==> config.mk <==
export PLATFORM = sky130hd
export DESIGN_NAME = adc_host_reader
export DESIGN_NICKNAME = d
export VERILOG_FILES = /design/src/rtl/adc_rd_pkg.sv /design/src/rtl/adc_rd_sync.sv /design/src/rtl/adc_rd_clkgen.sv /design/src/rtl/adc_host_reader.sv
export SDC_FILE = /design/constraint.sdc
export NUM_CORES = 1
export LEC_CHECK = 0
export BUFFER_PORTS_ARGS = -buffer_cell sky130_fd_sc_hd__buf_2
export CORE_ASPECT_RATIO = 1.75
export CORE_MARGIN = 10
export CORE_UTILIZATION = 40
export CTS_CLUSTER_SIZE = 14
export DETAILED_ROUTE_END_ITERATION = 8
export PLACE_DENSITY = 0.68
export SYNTH_ARGS = -nofsm -noshare
export SYNTH_HDL_FRONTEND = slang
export SYNTH_SLANG_ARGS = --single-unit
==> constraint.sdc <==
create_clock -name clk -period 6.4 [get_ports clk]
set_input_delay 0.96 -clock clk [delete_from_list [all_inputs] [get_ports clk]]
set_output_delay 0.96 -clock clk [all_outputs]
set_load 0.02 [all_outputs]
==> src/rtl/adc_rd_pkg.sv <==
package adc_rd_pkg;
    typedef enum logic [1:0] {
        ST_IDLE = 2'd0,
        ST_CONV = 2'd1,
        ST_GAP  = 2'd2
    } rd_state_t;
endpackage

==> src/rtl/adc_rd_sync.sv <==
module adc_rd_sync #(
    parameter int STAGES = 2
) (
    input  logic clk,
    input  logic rst_n,
    input  logic din,
    output logic dout
);
    logic [STAGES-1:0] chain;

    always_ff @(posedge clk or negedge rst_n) begin
        if (!rst_n) chain <= '0;
        else        chain <= {chain[STAGES-2:0], din};
    end

    assign dout = chain[STAGES-1];
endmodule

==> src/rtl/adc_rd_clkgen.sv <==
module adc_rd_clkgen #(
    parameter int DIV_W   = 12,
    parameter int CAP_DLY = 2
) (
    input  logic             clk,
    input  logic             rst_n,
    input  logic             en,
    input  logic [DIV_W-1:0] half,
    output logic             sclk,
    output logic             cap,
    output logic             fall
);
    logic [DIV_W-1:0] cnt;
    logic             wrap;

    assign wrap = (cnt == half - DIV_W'(1));

    always_ff @(posedge clk or negedge rst_n) begin
        if (!rst_n) begin
            cnt  <= '0;
            sclk <= 1'b0;
        end else if (!en) begin
            cnt  <= '0;
            sclk <= 1'b0;
        end else if (wrap) begin
            cnt  <= '0;
            sclk <= ~sclk;
        end else begin
            cnt  <= cnt + DIV_W'(1);
        end
    end

    // capture point sits CAP_DLY cycles into the high phase to cover the synchronizer
    assign cap  = en && sclk && (cnt == DIV_W'(CAP_DLY));
    assign fall = en && sclk && wrap;
endmodule

==> src/rtl/adc_host_reader.sv <==
module adc_host_reader #(
    parameter int DIV_W       = 12,
    parameter int CLK_NS      = 20,
    parameter int SCLK_MIN_NS = 150,
    parameter int SYNC_STAGES = 2,
    parameter int RES_W       = 12,
    parameter int SKIP        = 3,
    parameter int MIN_BITS    = 3
) (
    input  logic                       clk,
    input  logic                       rst_n,
    input  logic                       req,
    input  logic [DIV_W-1:0]           half_cyc,
    input  logic [$clog2(RES_W+1)-1:0] nbits,
    input  logic                       sdi,
    output logic                       cs_n,
    output logic                       sclk,
    output logic [RES_W-1:0]           result,
    output logic [$clog2(RES_W+1)-1:0] result_bits,
    output logic                       result_valid
);
    import adc_rd_pkg::*;

    localparam int NB_W     = $clog2(RES_W+1);
    localparam int CNT_W    = $clog2(RES_W+SKIP+1);
    localparam int GAP_W    = DIV_W + 1;
    localparam int HALF_NS  = (SCLK_MIN_NS + CLK_NS - 1) / CLK_NS;
    localparam int MIN_HALF = (HALF_NS > SYNC_STAGES + 2) ? HALF_NS : SYNC_STAGES + 2;

    rd_state_t        state, nxt;
    logic [DIV_W-1:0] half_l, half_eff;
    logic [NB_W-1:0]  n_l, n_eff;
    logic [CNT_W-1:0] rise_cnt;
    logic [GAP_W-1:0] gcnt;
    logic [RES_W-1:0] acc;
    logic             pending, sdi_s, cap, fall, gen_en;
    logic             start, frame_end, gap_done;

    adc_rd_sync #(.STAGES(SYNC_STAGES)) u_sync (
        .clk(clk), .rst_n(rst_n), .din(sdi), .dout(sdi_s)
    );

    adc_rd_clkgen #(.DIV_W(DIV_W), .CAP_DLY(SYNC_STAGES)) u_gen (
        .clk(clk), .rst_n(rst_n), .en(gen_en), .half(half_l),
        .sclk(sclk), .cap(cap), .fall(fall)
    );

    always_comb begin
        half_eff = (half_cyc < DIV_W'(MIN_HALF)) ? DIV_W'(MIN_HALF) : half_cyc;
        if (nbits < NB_W'(MIN_BITS))   n_eff = NB_W'(MIN_BITS);
        else if (nbits > NB_W'(RES_W)) n_eff = NB_W'(RES_W);
        else                           n_eff = nbits;
    end

    assign gap_done  = (gcnt == GAP_W'({half_l, 1'b0}) - GAP_W'(1));
    assign frame_end = (state == ST_CONV) && fall &&
                       (rise_cnt == CNT_W'(SKIP) + CNT_W'(n_l));
    assign start     = ((state == ST_IDLE) && req) ||
                       ((state == ST_GAP) && gap_done && (req || pending));

    // state register
    always_ff @(posedge clk or negedge rst_n) begin
        if (!rst_n) state <= ST_IDLE;
        else        state <= nxt;
    end

    always_comb begin
        nxt = state;
        unique case (state)
            ST_IDLE: if (req) nxt = ST_CONV;
            ST_CONV: if (frame_end) nxt = ST_GAP;
            ST_GAP:  if (gap_done) nxt = (req || pending) ? ST_CONV : ST_IDLE;
            default: nxt = ST_IDLE;
        endcase
    end

    // outputs decoded from state
    always_comb begin
        cs_n   = (state != ST_CONV);
        gen_en = (state == ST_CONV);
    end

    // frame datapath
    always_ff @(posedge clk or negedge rst_n) begin
        if (!rst_n) begin
            half_l       <= DIV_W'(MIN_HALF);
            n_l          <= NB_W'(RES_W);
            rise_cnt     <= '0;
            acc          <= '0;
            pending      <= 1'b0;
            gcnt         <= '0;
            result       <= '0;
            result_bits  <= '0;
            result_valid <= 1'b0;
        end else begin
            if (start) begin
                half_l   <= half_eff;
                n_l      <= n_eff;
                rise_cnt <= '0;
                acc      <= '0;
                pending  <= 1'b0;
            end else begin
                if (req && state != ST_IDLE) pending <= 1'b1;
                if (state == ST_CONV && cap) begin
                    rise_cnt <= rise_cnt + CNT_W'(1);
                    for (int b = 0; b < RES_W; b++) begin
                        if (rise_cnt == CNT_W'(SKIP + RES_W - 1 - b)) acc[b] <= sdi_s;
                    end
                end
            end
            gcnt <= (state == ST_GAP) ? gcnt + GAP_W'(1) : '0;
            result_valid <= frame_end;
            if (frame_end) begin
                result      <= acc;
                result_bits <= n_l;
            end
        end
    end


    idle_clk_chk: assert property (@(posedge clk) disable iff (!rst_n)
        cs_n |-> !sclk);

    valid_pulse_chk: assert property (@(posedge clk) disable iff (!rst_n)
        result_valid |=> !result_valid);

    valid_cs_chk: assert property (@(posedge clk) disable iff (!rst_n)
        result_valid |-> cs_n);

    bits_range_chk: assert property (@(posedge clk) disable iff (!rst_n)
        result_valid |-> (result_bits >= NB_W'(MIN_BITS) && result_bits <= NB_W'(RES_W)));

    low_clear_chk: assert property (@(posedge clk) disable iff (!rst_n)
        result_valid |-> ((result & ({RES_W{1'b1}} >> result_bits)) == '0));
endmodule

==> flow_summary.yaml <==
synth:
  yosysWarningCount: 0
  synth-seq-cells: 80
  ys_top_cells_by_count: "dfrtp_1, nor2_1, xnor2_1"
  syn_area_sq_um: 4500
  synth_area_leaders: "dfrtp_1, xnor2_1, mux2_2, xor2_1, nor2_1"
  synth_top_area_share_pct: 42.8
  synth_fp_nets: 473
  synthCells: 444
  synth_cell_types: 54
  yosysTopAreaCell: "dfrtp_1"
  synth_edf_count: 0
  async_reset_ff_share_pct: 100
  synth_most_common_cell: "dfrtp_1"
  synth.avg_cell_area_sq_um: 10.1
  synth_ff_type: "dfrtp_1"
  yosysSeqAreaShare_pct: 44.6
final_layout:
  layout.cells.non_filler: 606
  drive_above_1_share_pct: 20.0
  final_util_pct: 45.7
  nNetsFinal: 498
  num_antenna_cells: 0
  fillers: 1080
  area_delta_synth_final_pct: 12.7
setup_path:
  start_kind: "flip-flop"
  worstPathMaxFanout: 18
  worstPathArrival_ns: 3.82
  cp-end-kind: "flip-flop"
  cp.required_ns: 6.62
  timing.rr.start: "half_l[4]"
  cp-startpoint: "half_l[4]"
  ff2ff_setup_slack_ns: 2.80
  path_class: "flip-flop to flip-flop"
  r2r_end: "result[6]"
  reg2reg_depth: 6
  crit_end: "result[6]"
global_routing:
  grt_pass1_vias: 3494
  grt_pass1_wl_microns: 17700
  gr-total-overflow: 0
  track_usage_pct: 13.7
  grt_max_degree: 81
  antenna_found_initial: 0
cts:
  tritoncts: "done"
  cts_max_path_buffers: 2
  cts-buffers-inserted: 9
  path_clk_slew_ns: 0.06
  clk_latency_ns: 0.34
  cts.sinks: 80
  postCtsSetupBuffers: 0
  cts.htree.levels: 3
  cts_hold_buf: 0
  cts-root-buf: "clkbuf_16"
  cts.repair.resized: 0
floorplanning:
  rows: 51
  die_w_microns: 100
  core_sq_um: 11100
  die-area_sq_um: 16100
  num_io_pins: 39
  fp.dieH_microns: 160
  initial_core_util_pct: 40.5
min_path:
  hold_class: "flip-flop to flip-flop"
routing:
  avgViaCountPerCell: 5.41
  ant_nets: 0
  drt-initial-drc-count: 186
  routed_wl_microns: 10700
  first_pass_iters: 4
  drc: 0
  dr_total_vias: 3279
  avgRoutedWirePerCell_microns: 17.7
flow_run:
  maxCapViolCount: 0
sta:
  fin_ws_ns: 2.80
  max_slew_margin_pct: 33.2
  hold_viol_final: 0
  worstMarginPinSlew_ns: 1.00
  period_minus_slack_ns: 3.60
  drv_slew: 0
  finalSetupTns_ns: 0
  fin_skew_ns: 0.00835
  period_share_pct: 56.3
  max_freq_ghz: 0.278
  grt_setup_unrepaired: "false"
  setup_viol: 0
power:
  combPwrFrac_pct: 21.1
  swShare_pct: 31.4
  clkPwrFrac_pct: 36.4
  power.density_nw_per_um2: 308
  leakagePower_nw: 2.31
  power.internal_mw: 1.07
  power_frac_seq_pct: 42.5
  vdd_drop_max_mv: 0.165
  power.switching_mw: 0.491
placement:
  dp_cells: 590
  place_congestion: 0.932
  port_buffers: 38
  dpl.hpwl_microns: 7890
  dp_slack_ns: 2.80
status:
  status: "finished, final reports clean"
[power groups by stage]
stage          sequential, mW  clock [mW]  combinational [mW]
2_1_floorplan           0.609           0               0.294
3_3_place_gp            0.669           0               0.318
3_5_place_dp            0.672           0               0.327
4_1_cts                 0.663       0.574               0.332
5_1_grt                 0.675       0.595               0.368
6_report                0.664       0.568               0.330
[layer usage]
metal	share of wire (%)	vias up	routed length [microns]	track usage (%)
li1	-	1575	-	-
met1	36	1593	3890	13.5
met2	55	80	5890	24.9
met3	3.9	31	416	3.22
met4	4.9	0	521	7.61
met5	0	-	0	0
[logic make-up after synthesis]
group / share of synthesized area [%]
flops: 44.6
buf+inv: 4.45
xor+xnor: 11.0
mux: 10.6
fa+ha+maj: 2.73
simple gates: 19.9
compound gates: 6.79
[layout by cell type, fill, tap and decap left out, types with 3 or more instances in the layout]
cell / instances
or3_1: 8
nand4_1: 10
inv_1: 14
xnor2_1: 31
nand2_1: 27
xor2_1: 23
ha_1: 9
buf_2: 37
mux2_4: 8
clkbuf_16: 9
mux2_2: 20
a21oi_1: 13
nor4_1: 6
or4_1: 3
nand3_1: 22
nor2b_1: 7
dfstp_2: 3
mux2i_1: 13
buf_4: 4
and2_1: 5
o31ai_1: 4
and3_1: 5
nand2b_1: 8
nor2_1: 49
o21ai_0: 8
a21o_1: 3
dfrtp_1: 77
nor3_1: 9
[stage by stage]
step                area (sq um)  hold WS, ns  total power [mW]
global placement            4740        0.333             0.988
global route                5070        0.355              1.64
CTS                         5070        0.350              1.57
floorplan                   4500        0.331             0.902
finish                      5070        0.348              1.56
detailed placement          4740        0.337             0.999
[worst min-delay path by stage]
stage | start | end | cells after the start
floorplan | u_sync.chain[0] | u_sync.chain[1] | 0
global placement | u_sync.chain[0] | u_sync.chain[1] | 0
detailed placement | u_sync.chain[0] | u_sync.chain[1] | 0
CTS | u_sync.chain[0] | u_sync.chain[1] | 0
global route | u_sync.chain[0] | u_sync.chain[1] | 0
finish | u_sync.chain[0] | u_sync.chain[1] | 0
[area by class of cell]
cell class | count | area [sq um] | share of cell area (%)
inverters | 14 | 52.6 | 1.04
well taps | 132 | 165 | 3.26
clock inverters | 6 | 91.3 | 1.80
multi-input cells | 323 | 2300 | 45.4
flip-flops and latches | 80 | 2010 | 39.6
repair buffers | 41 | 215 | 4.24
clock buffers | 10 | 239 | 4.71
[critical path: stages (launching register included)]
cell,delay (ns)
dfrtp_1,0.51
nor4_2,0.77
and4_1,0.34
o221ai_1,0.14
or4_1,0.52
or3_1,0.76
mux2_4,0.44
[registers in the layout, indices dropped and copies added, names as in the netlist, 2 cells and up]
signal / cells
u_sync.chain: 2
n_l: 4
result: 12
half_l: 12
gcnt: 13
u_gen.cnt: 12
state: 2
result_bits: 4
acc: 12
rise_cnt: 4
Power figures use the tool's default switching activity.
